[src/rtl/ctt_pkg.sv]
package ctt_pkg;
  localparam logic [7:0] OFS_TICK = 8'h00;
  localparam logic [7:0] OFS_IVAL = 8'h08;
  localparam logic [7:0] OFS_CTRL = 8'h20;
  localparam logic [7:0] OFS_STAT = 8'h30;
  localparam logic [7:0] OFS_IEN  = 8'h34;
  localparam logic [7:0] OFS_WST  = 8'h40;

  localparam int CTRL_RUN  = 0;
  localparam int CTRL_IRQ  = 1;
  localparam int CTRL_AUTO = 2;
  localparam int WST_TICK  = 0;
  localparam int WST_IVAL  = 1;
  localparam int WST_CTRL  = 3;

  // prescaler reaches its last count (>= guards a shrinking divider)
  function automatic logic at_wrap(input logic [31:0] cnt, input logic [31:0] div);
    return cnt >= div;
  endfunction

  // interval counter on its final tick
  function automatic logic is_last(input logic [31:0] cnt);
    return cnt <= 32'd1;
  endfunction
endpackage

[src/rtl/ctt_prescaler.sv]
module ctt_prescaler #(
  parameter int TICK_W = 32
) (
  input  logic              clk,
  input  logic              rst_n,
  input  logic              run,
  input  logic [TICK_W-1:0] div,
  output logic              tick
);
  import ctt_pkg::*;
  logic [TICK_W-1:0] cnt;

  assign tick = run && at_wrap(32'(cnt), 32'(div));

  always_ff @(posedge clk) begin
    if (!rst_n)      cnt <= '0;
    else if (!run)   cnt <= '0;
    else if (tick)   cnt <= '0;
    else             cnt <= cnt + 1'b1;
  end
endmodule

[src/rtl/ctt_interval.sv]
module ctt_interval #(
  parameter int IVAL_W = 31
) (
  input  logic              clk,
  input  logic              rst_n,
  input  logic              run,
  input  logic              tick,
  input  logic [IVAL_W-1:0] reload,
  input  logic              auto_mode,
  output logic              expire
);
  import ctt_pkg::*;
  logic [IVAL_W-1:0] cnt;
  logic              armed;

  assign expire = run && armed && tick && is_last(32'(cnt));

  always_ff @(posedge clk) begin
    if (!rst_n) begin
      cnt   <= '0;
      armed <= 1'b0;
    end else if (!run) begin
      cnt   <= reload;
      armed <= 1'b1;
    end else if (tick && armed) begin
      if (is_last(32'(cnt))) begin
        cnt   <= reload;
        armed <= auto_mode;
      end else begin
        cnt <= cnt - 1'b1;
      end
    end
  end
endmodule

[src/rtl/ctt_regs.sv]
module ctt_regs #(
  parameter int ADDR_W = 8,
  parameter int DATA_W = 32,
  parameter int TICK_W = 32,
  parameter int IVAL_W = 31
) (
  input  logic              clk,
  input  logic              rst_n,
  input  logic              wr_en,
  input  logic [ADDR_W-1:0] addr,
  input  logic [DATA_W-1:0] wdata,
  input  logic              expire,
  output logic [TICK_W-1:0] tick_div,
  output logic [IVAL_W-1:0] ival,
  output logic              run,
  output logic              int_start,
  output logic              auto_mode,
  output logic              status,
  output logic              irq_en,
  output logic [3:0]        wstat,
  output logic [DATA_W-1:0] rdata
);
  import ctt_pkg::*;
  localparam int UPD_BIT = DATA_W - 1;

  logic hit_tick, hit_ival, hit_ctrl, hit_stat, hit_ien, hit_wst;
  assign hit_tick = wr_en && (addr == ADDR_W'(OFS_TICK));
  assign hit_ival = wr_en && (addr == ADDR_W'(OFS_IVAL));
  assign hit_ctrl = wr_en && (addr == ADDR_W'(OFS_CTRL));
  assign hit_stat = wr_en && (addr == ADDR_W'(OFS_STAT));
  assign hit_ien  = wr_en && (addr == ADDR_W'(OFS_IEN));
  assign hit_wst  = wr_en && (addr == ADDR_W'(OFS_WST));

  always_ff @(posedge clk) begin
    if (!rst_n) begin
      tick_div  <= '0;
      ival      <= '0;
      run       <= 1'b0;
      int_start <= 1'b0;
      auto_mode <= 1'b0;
      status    <= 1'b0;
      irq_en    <= 1'b0;
      wstat     <= '0;
    end else begin
      if (hit_tick) tick_div <= wdata[TICK_W-1:0];
      if (hit_ival && wdata[UPD_BIT]) ival <= wdata[IVAL_W-1:0];
      if (hit_ctrl) begin
        run       <= wdata[CTRL_RUN];
        int_start <= wdata[CTRL_IRQ];
        auto_mode <= wdata[CTRL_AUTO];
      end
      if (hit_ien) irq_en <= wdata[0];
      if (expire)                    status <= 1'b1;
      else if (hit_stat && wdata[0]) status <= 1'b0;
      if (hit_wst) wstat <= wstat & ~wdata[3:0];
      if (hit_tick) wstat[WST_TICK] <= 1'b1;
      if (hit_ival) wstat[WST_IVAL] <= 1'b1;
      if (hit_ctrl) wstat[WST_CTRL] <= 1'b1;
      wstat[2] <= 1'b0;
    end
  end

  always_comb begin
    rdata = '0;
    case (addr)
      ADDR_W'(OFS_TICK): rdata = DATA_W'(tick_div);
      ADDR_W'(OFS_IVAL): rdata = DATA_W'(ival);
      ADDR_W'(OFS_CTRL): rdata = DATA_W'({auto_mode, int_start, run});
      ADDR_W'(OFS_STAT): rdata = DATA_W'(status);
      ADDR_W'(OFS_IEN):  rdata = DATA_W'(irq_en);
      ADDR_W'(OFS_WST):  rdata = DATA_W'(wstat);
      default:           rdata = '0;
    endcase
  end
endmodule

[src/rtl/core_tick_timer.sv]
module core_tick_timer #(
  parameter int ADDR_W = 8,
  parameter int DATA_W = 32,
  parameter int TICK_W = 32,
  parameter int IVAL_W = DATA_W - 1
) (
  input  logic              clk,
  input  logic              rst_n,
  input  logic              wr_en,
  input  logic [ADDR_W-1:0] addr,
  input  logic [DATA_W-1:0] wdata,
  output logic [DATA_W-1:0] rdata,
  output logic              irq
);
  logic [TICK_W-1:0] tick_div;
  logic [IVAL_W-1:0] ival;
  logic run, int_start, auto_mode, status, irq_en;
  logic [3:0] wstat;
  logic tick_w, expire_w;

  ctt_regs #(.ADDR_W(ADDR_W), .DATA_W(DATA_W), .TICK_W(TICK_W), .IVAL_W(IVAL_W)) u_regs (
    .clk(clk), .rst_n(rst_n), .wr_en(wr_en), .addr(addr), .wdata(wdata),
    .expire(expire_w), .tick_div(tick_div), .ival(ival), .run(run),
    .int_start(int_start), .auto_mode(auto_mode), .status(status),
    .irq_en(irq_en), .wstat(wstat), .rdata(rdata)
  );

  ctt_prescaler #(.TICK_W(TICK_W)) u_pre (
    .clk(clk), .rst_n(rst_n), .run(run), .div(tick_div), .tick(tick_w)
  );

  ctt_interval #(.IVAL_W(IVAL_W)) u_ival (
    .clk(clk), .rst_n(rst_n), .run(run), .tick(tick_w), .reload(ival),
    .auto_mode(auto_mode), .expire(expire_w)
  );

  assign irq = status && irq_en && int_start;
endmodule

[config.mk]
export PLATFORM = sky130hd
export DESIGN_NAME = core_tick_timer
export DESIGN_NICKNAME = d
export VERILOG_FILES = /design/src/rtl/ctt_pkg.sv /design/src/rtl/ctt_prescaler.sv /design/src/rtl/ctt_interval.sv /design/src/rtl/ctt_regs.sv /design/src/rtl/core_tick_timer.sv
export SDC_FILE = /design/constraint.sdc
export NUM_CORES = 1
export LEC_CHECK = 0
export BUFFER_PORTS_ARGS = -buffer_cell sky130_fd_sc_hd__buf_2
export CORE_ASPECT_RATIO = 0.9
export CORE_UTILIZATION = 64
export DETAILED_ROUTE_END_ITERATION = 8
export MAX_ROUTING_LAYER = met4
export PLACE_DENSITY = 0.86
export SYNTH_ARGS = -nofsm -noshare
export SYNTH_HDL_FRONTEND = slang
export SYNTH_SLANG_ARGS = --single-unit
[constraint.sdc]
create_clock -name clk -period 4.4 [get_ports clk]
set_clock_uncertainty 0.15 [all_clocks]
set_input_delay 0.66 -clock clk [delete_from_list [all_inputs] [get_ports clk]]
set_output_delay 0.66 -clock clk [all_outputs]
set_load 0.02 [all_outputs]
==> results.txt <==
Walking the worst path, the cells encountered are inv_1 -> ha_1 -> nand4_1 -> nor3_1 -> or4b_2 -> a31oi_1 -> o21a_1 -> a21oi_1 -> o221a_2. The run finished with clean final reports. The quantity of hold-fixing buffers added after cts came out at 0. After layout, the worst setup slack is 724 ps.

The worst hold slack is 304 ps. After synthesis, the share of cell area in mux cells is 0.738%. In this design, the stage delay of the slowest critical-path cell is 610 ps. Of the synthesized area, sequential elements account for 37.1%. The share of async-settable or async-resettable flops after synthesis is 0%. In the layout the commonest cells are 185 x sky130_fd_sc_hd__nand2_1, 134 x sky130_fd_sc_hd__dfxtp_1, 122 x sky130_fd_sc_hd__a21oi_1, 75 x sky130_fd_sc_hd__buf_2, 68 x sky130_fd_sc_hd__nor2_1. The number of antenna violations at the first check in global routing came out at 0. The power share of the combinational group is 2.8%. The most used flip-flop cell after synthesis is sky130_fd_sc_hd__dfxtp_1. The leading cell type in the layout, fill and taps excluded is sky130_fd_sc_hd__nand2_1.

The class of the most critical hold timing path is register to register. The portion of synthesized cell area occupied by the leading cell type is 37.1%. In the finished design, the share of the clock period the worst path needs comes to 83.5%. The number of enable flip-flop cells after synthesis is 0. The leakage power summed over all cells came out at 3.17 nW. The number of I/O port buffers came out at 75. The number of top-level design ports is 76. After synthesis, the cell types taking the most area are sky130_fd_sc_hd__dfxtp_1 37%, sky130_fd_sc_hd__nand2_1 9.5%, sky130_fd_sc_hd__a21oi_1 8.4%, sky130_fd_sc_hd__ha_1 6.0%, sky130_fd_sc_hd__a22o_1 4.9%. The floorplan die width came out at 114 microns. The number of global-route vias before repair is 6597. The number of standard cells after synthesis came out at 945. The number of sinks handled by clock tree synthesis came out at 135.

The data required time of the critical path is 4560 ps. The synthesized-area fraction occupied by adder cells is 6.01%. The number of storage elements in the synthesis netlist came out at 135.

The clock reaches the later pin of the worst-skew pair after 430 ps. The first global-routing pass estimated 32700 microns of wire. The maximum ir drop on the vdd rail is 371 uV. The total power is 2.91 mW. The count of buffers added by post-CTS timing repair for setup is 0. The floorplan row count came out at 36.

The post-detailed-placement cell area came out at 7730 sq um. Summing the areas of all compound-gate instances in the mapped netlist gives 22.7% of the synthesized area. Setup repair after global routing left no endpoint under its margin. The proportion of power drawn by the clock network came out at 55.1%. The final hold violation count was 0. The initial utilization of the core area, before any placement, comes to 66.6%. The count of final setup violators came out at 0. Of the total power, registers draw 42.0%. Of the cells placed in the final design, the portion with a size suffix greater than 1 is 13.8%. Counting every net in the synthesized netlist gives 1023. Summed over all layers, the global routing overflow is 0.

The time the final worst path needs with I/O delays and setup is 3680 ps. For the worst setup path, the data arrival time is 3840 ps. The achievable frequency came out at 272 MHz. In this run the remaining antenna-violating nets after routing total 0. The pin count of the biggest net entering global routing is 92. The switching share of total power is 20.1%. For this design the total switching power over the nets is 0.585 mW. Of all cell types, the one taking the most synthesized area is sky130_fd_sc_hd__dfxtp_1.

The worst-margin pin slew is 1240 ps. The area added between synthesis and finish came out at 15.2%. The post-synthesis instance area is 7290 sq um. The full die area is 11800 sq um. The congestion estimate from routability-driven global placement came to 0.883. Of all nets on the critical path, the largest fanout is 16. Among cell families on the critical path, the largest total delay comes from compound AO/OA/AOI/OAI gates. The post-detailed-placement half-perimeter wirelength came out at 13500 microns. The count of buffer and inverter cells on the critical path came out at 1.

The worst setup path is captured at a register. The cell area after layout came out at 8390 sq um. For this run, design rule violations remaining after detail routing come to 0. The setup total negative slack came out at 0 ps.

The number of instances resized during post-cts repair is 0. The average wire per standard cell is 17.5 microns. The maximum level of the CTS H-tree came out at 4. For this run, the total global-route usage over all layers was measured as 36.9%.

The height of the die is 103 microns. The filler cell count in the final layout came out at 823. The slowest stage of the critical path belongs to the cell sky130_fd_sc_hd__or4b_2. The critical path is of the register to register type.

The worst relative slew slack is 17.5%. The floorplan step defined a core boundary enclosing 10900 sq um. The post-CTS clock slew at the launch and capture registers of the worst setup and hold paths is 60 ps. The number of warning messages in the yosys log is 0. The vias after detailed routing is 7230.

The final layout contains 1072 nets. The worst setup path is launched from a register. The number of DRC violations after detailed-routing iteration 0 is 797. Averaged over all synthesized cells, the footprint is 7.71 sq um.

The antenna diode instance count is 0. The tree is rooted in a sky130_fd_sc_hd__clkbuf_16. The fraction of synthesized cell area in xor and xnor cells came out at 3.12%.

The footprint of the flip-flops and latches came out at 2700 sq um. The CTS buffer count came out at 17. The max capacitance violation total is 0.

The combinational family with the most area after synthesis is simple AND/OR/NAND/NOR gates. After detailed routing, the total wire length is 20300 microns. The maximum buffer depth of the clock tree came out at 2.

The power density over cell area is 347 nW/um^2. The multi-input gate area in the final layout is 4160 sq um. The count of different cell masters after synthesis is 65. The pre-antenna-repair detailed-routing pass consisted of 5 iterations. The setup slack of the worst register-to-register path is 720 ps.

The internal power is 2.33 mW. The simple-gate portion of the synthesized area is 24.3%. The total count of max-transition violations in the final report came to 0. The minimum setup slack after placement is 811 ps. Dividing the detail-routed via count by the number of cells gives 6.24.

TritonCTS built the clock tree.
state kept, by name, summed over array words and instances, names as in the netlist:
| signal | cells |
|---|---|
| u_regs.wstat | 3 |
| u_regs.irq_en | 1 |
| u_ival.cnt | 31 |
| u_regs.status | 1 |
| u_ival.armed | 1 |
| u_regs.auto_mode | 1 |
| u_regs.run | 1 |
| u_regs.tick_div | 32 |
| u_regs.int_start | 1 |
| u_pre.cnt | 32 |
| u_regs.ival | 31 |
path summary, 6_finish.rpt:
kind	to	depth (start not counted)	startpoint
max reg2reg	u_ival.cnt[6]	9	u_regs.tick_div[14]
min	u_regs.tick_div[31]	2	u_regs.tick_div[31]
max	u_ival.cnt[6]	9	u_regs.tick_div[14]
min reg2reg	u_regs.tick_div[31]	2	u_regs.tick_div[31]
power groups by stage:
stage          clock [mW]  sequential (mW)  combinational (mW)
2_1_floorplan           0             1.25              0.0405
3_3_place_gp            0             1.25              0.0798
3_5_place_dp            0             1.25              0.0791
4_1_cts              1.61             1.23              0.0799
5_1_grt              1.67             1.23              0.0875
6_report             1.61             1.23              0.0820
worst min-delay path, cell delays in order, from the launching register on:
cell and delay [ps]:
sky130_fd_sc_hd__dfxtp_1 300, sky130_fd_sc_hd__nand2_1 50, sky130_fd_sc_hd__a21oi_1 50
final cells by class:
cell class                      count  share of cell area [%]
Multi-Input combinational cell    702                    49.5
Sequential cell                   135                    32.2
Timing Repair Buffer               88                    5.78
Tap cell                          152                    2.27
Inverter                           50                    2.24
Clock buffer                       25                    6.02
Clock inverter                      7                    1.94
layer usage:
layer	vias up	global-route usage [%]	routed length [microns]
met5	-	-	0
met4	0	18.4	704
met3	59	7.05	1680
met2	368	57.7	9180
met1	3346	46.0	8750
li1	3457	-	-
synthesized netlist by cell type, drive strengths merged (3+ instances only):
cell type	number
nand2	185
dfxtp	135
a21oi	122
nor2	68
inv	50
clkbuf	49
a22o	41
ha	35
nand3	28
nand4	24
o211ai	19
nor3	18
o21ai	18
xor2	16
nor4	13
and3	11
xnor2	10
buf	9
or3	9
a31oi	6
and2	6
o21a	6
or4	6
and4	5
o221ai	5
a22oi	4
o221a	4
a2bb2oi	3
mux2	3
nand2b	3
or2	3
per-stage QoR:
stage | utilization, % | instances
detailed placement | 70.6 | 1127
global route | 76.7 | 1159
floorplan | - | 945
global placement | 70.6 | 1127
finish | 76.7 | 1159
CTS | 76.7 | 1159
kinds of logic (layout without fill, tap and decap cells):
family	count (synthesis)	in the layout
adders and majority gates	35	35
DFF	135	135
buffers and inverters	108	170
xor gates and xnor gates	26	26
AOI/OAI and AO/OA	251	251
muxes	5	5
and+or+nand+nor	385	385
Power figures use the tool's default switching activity.
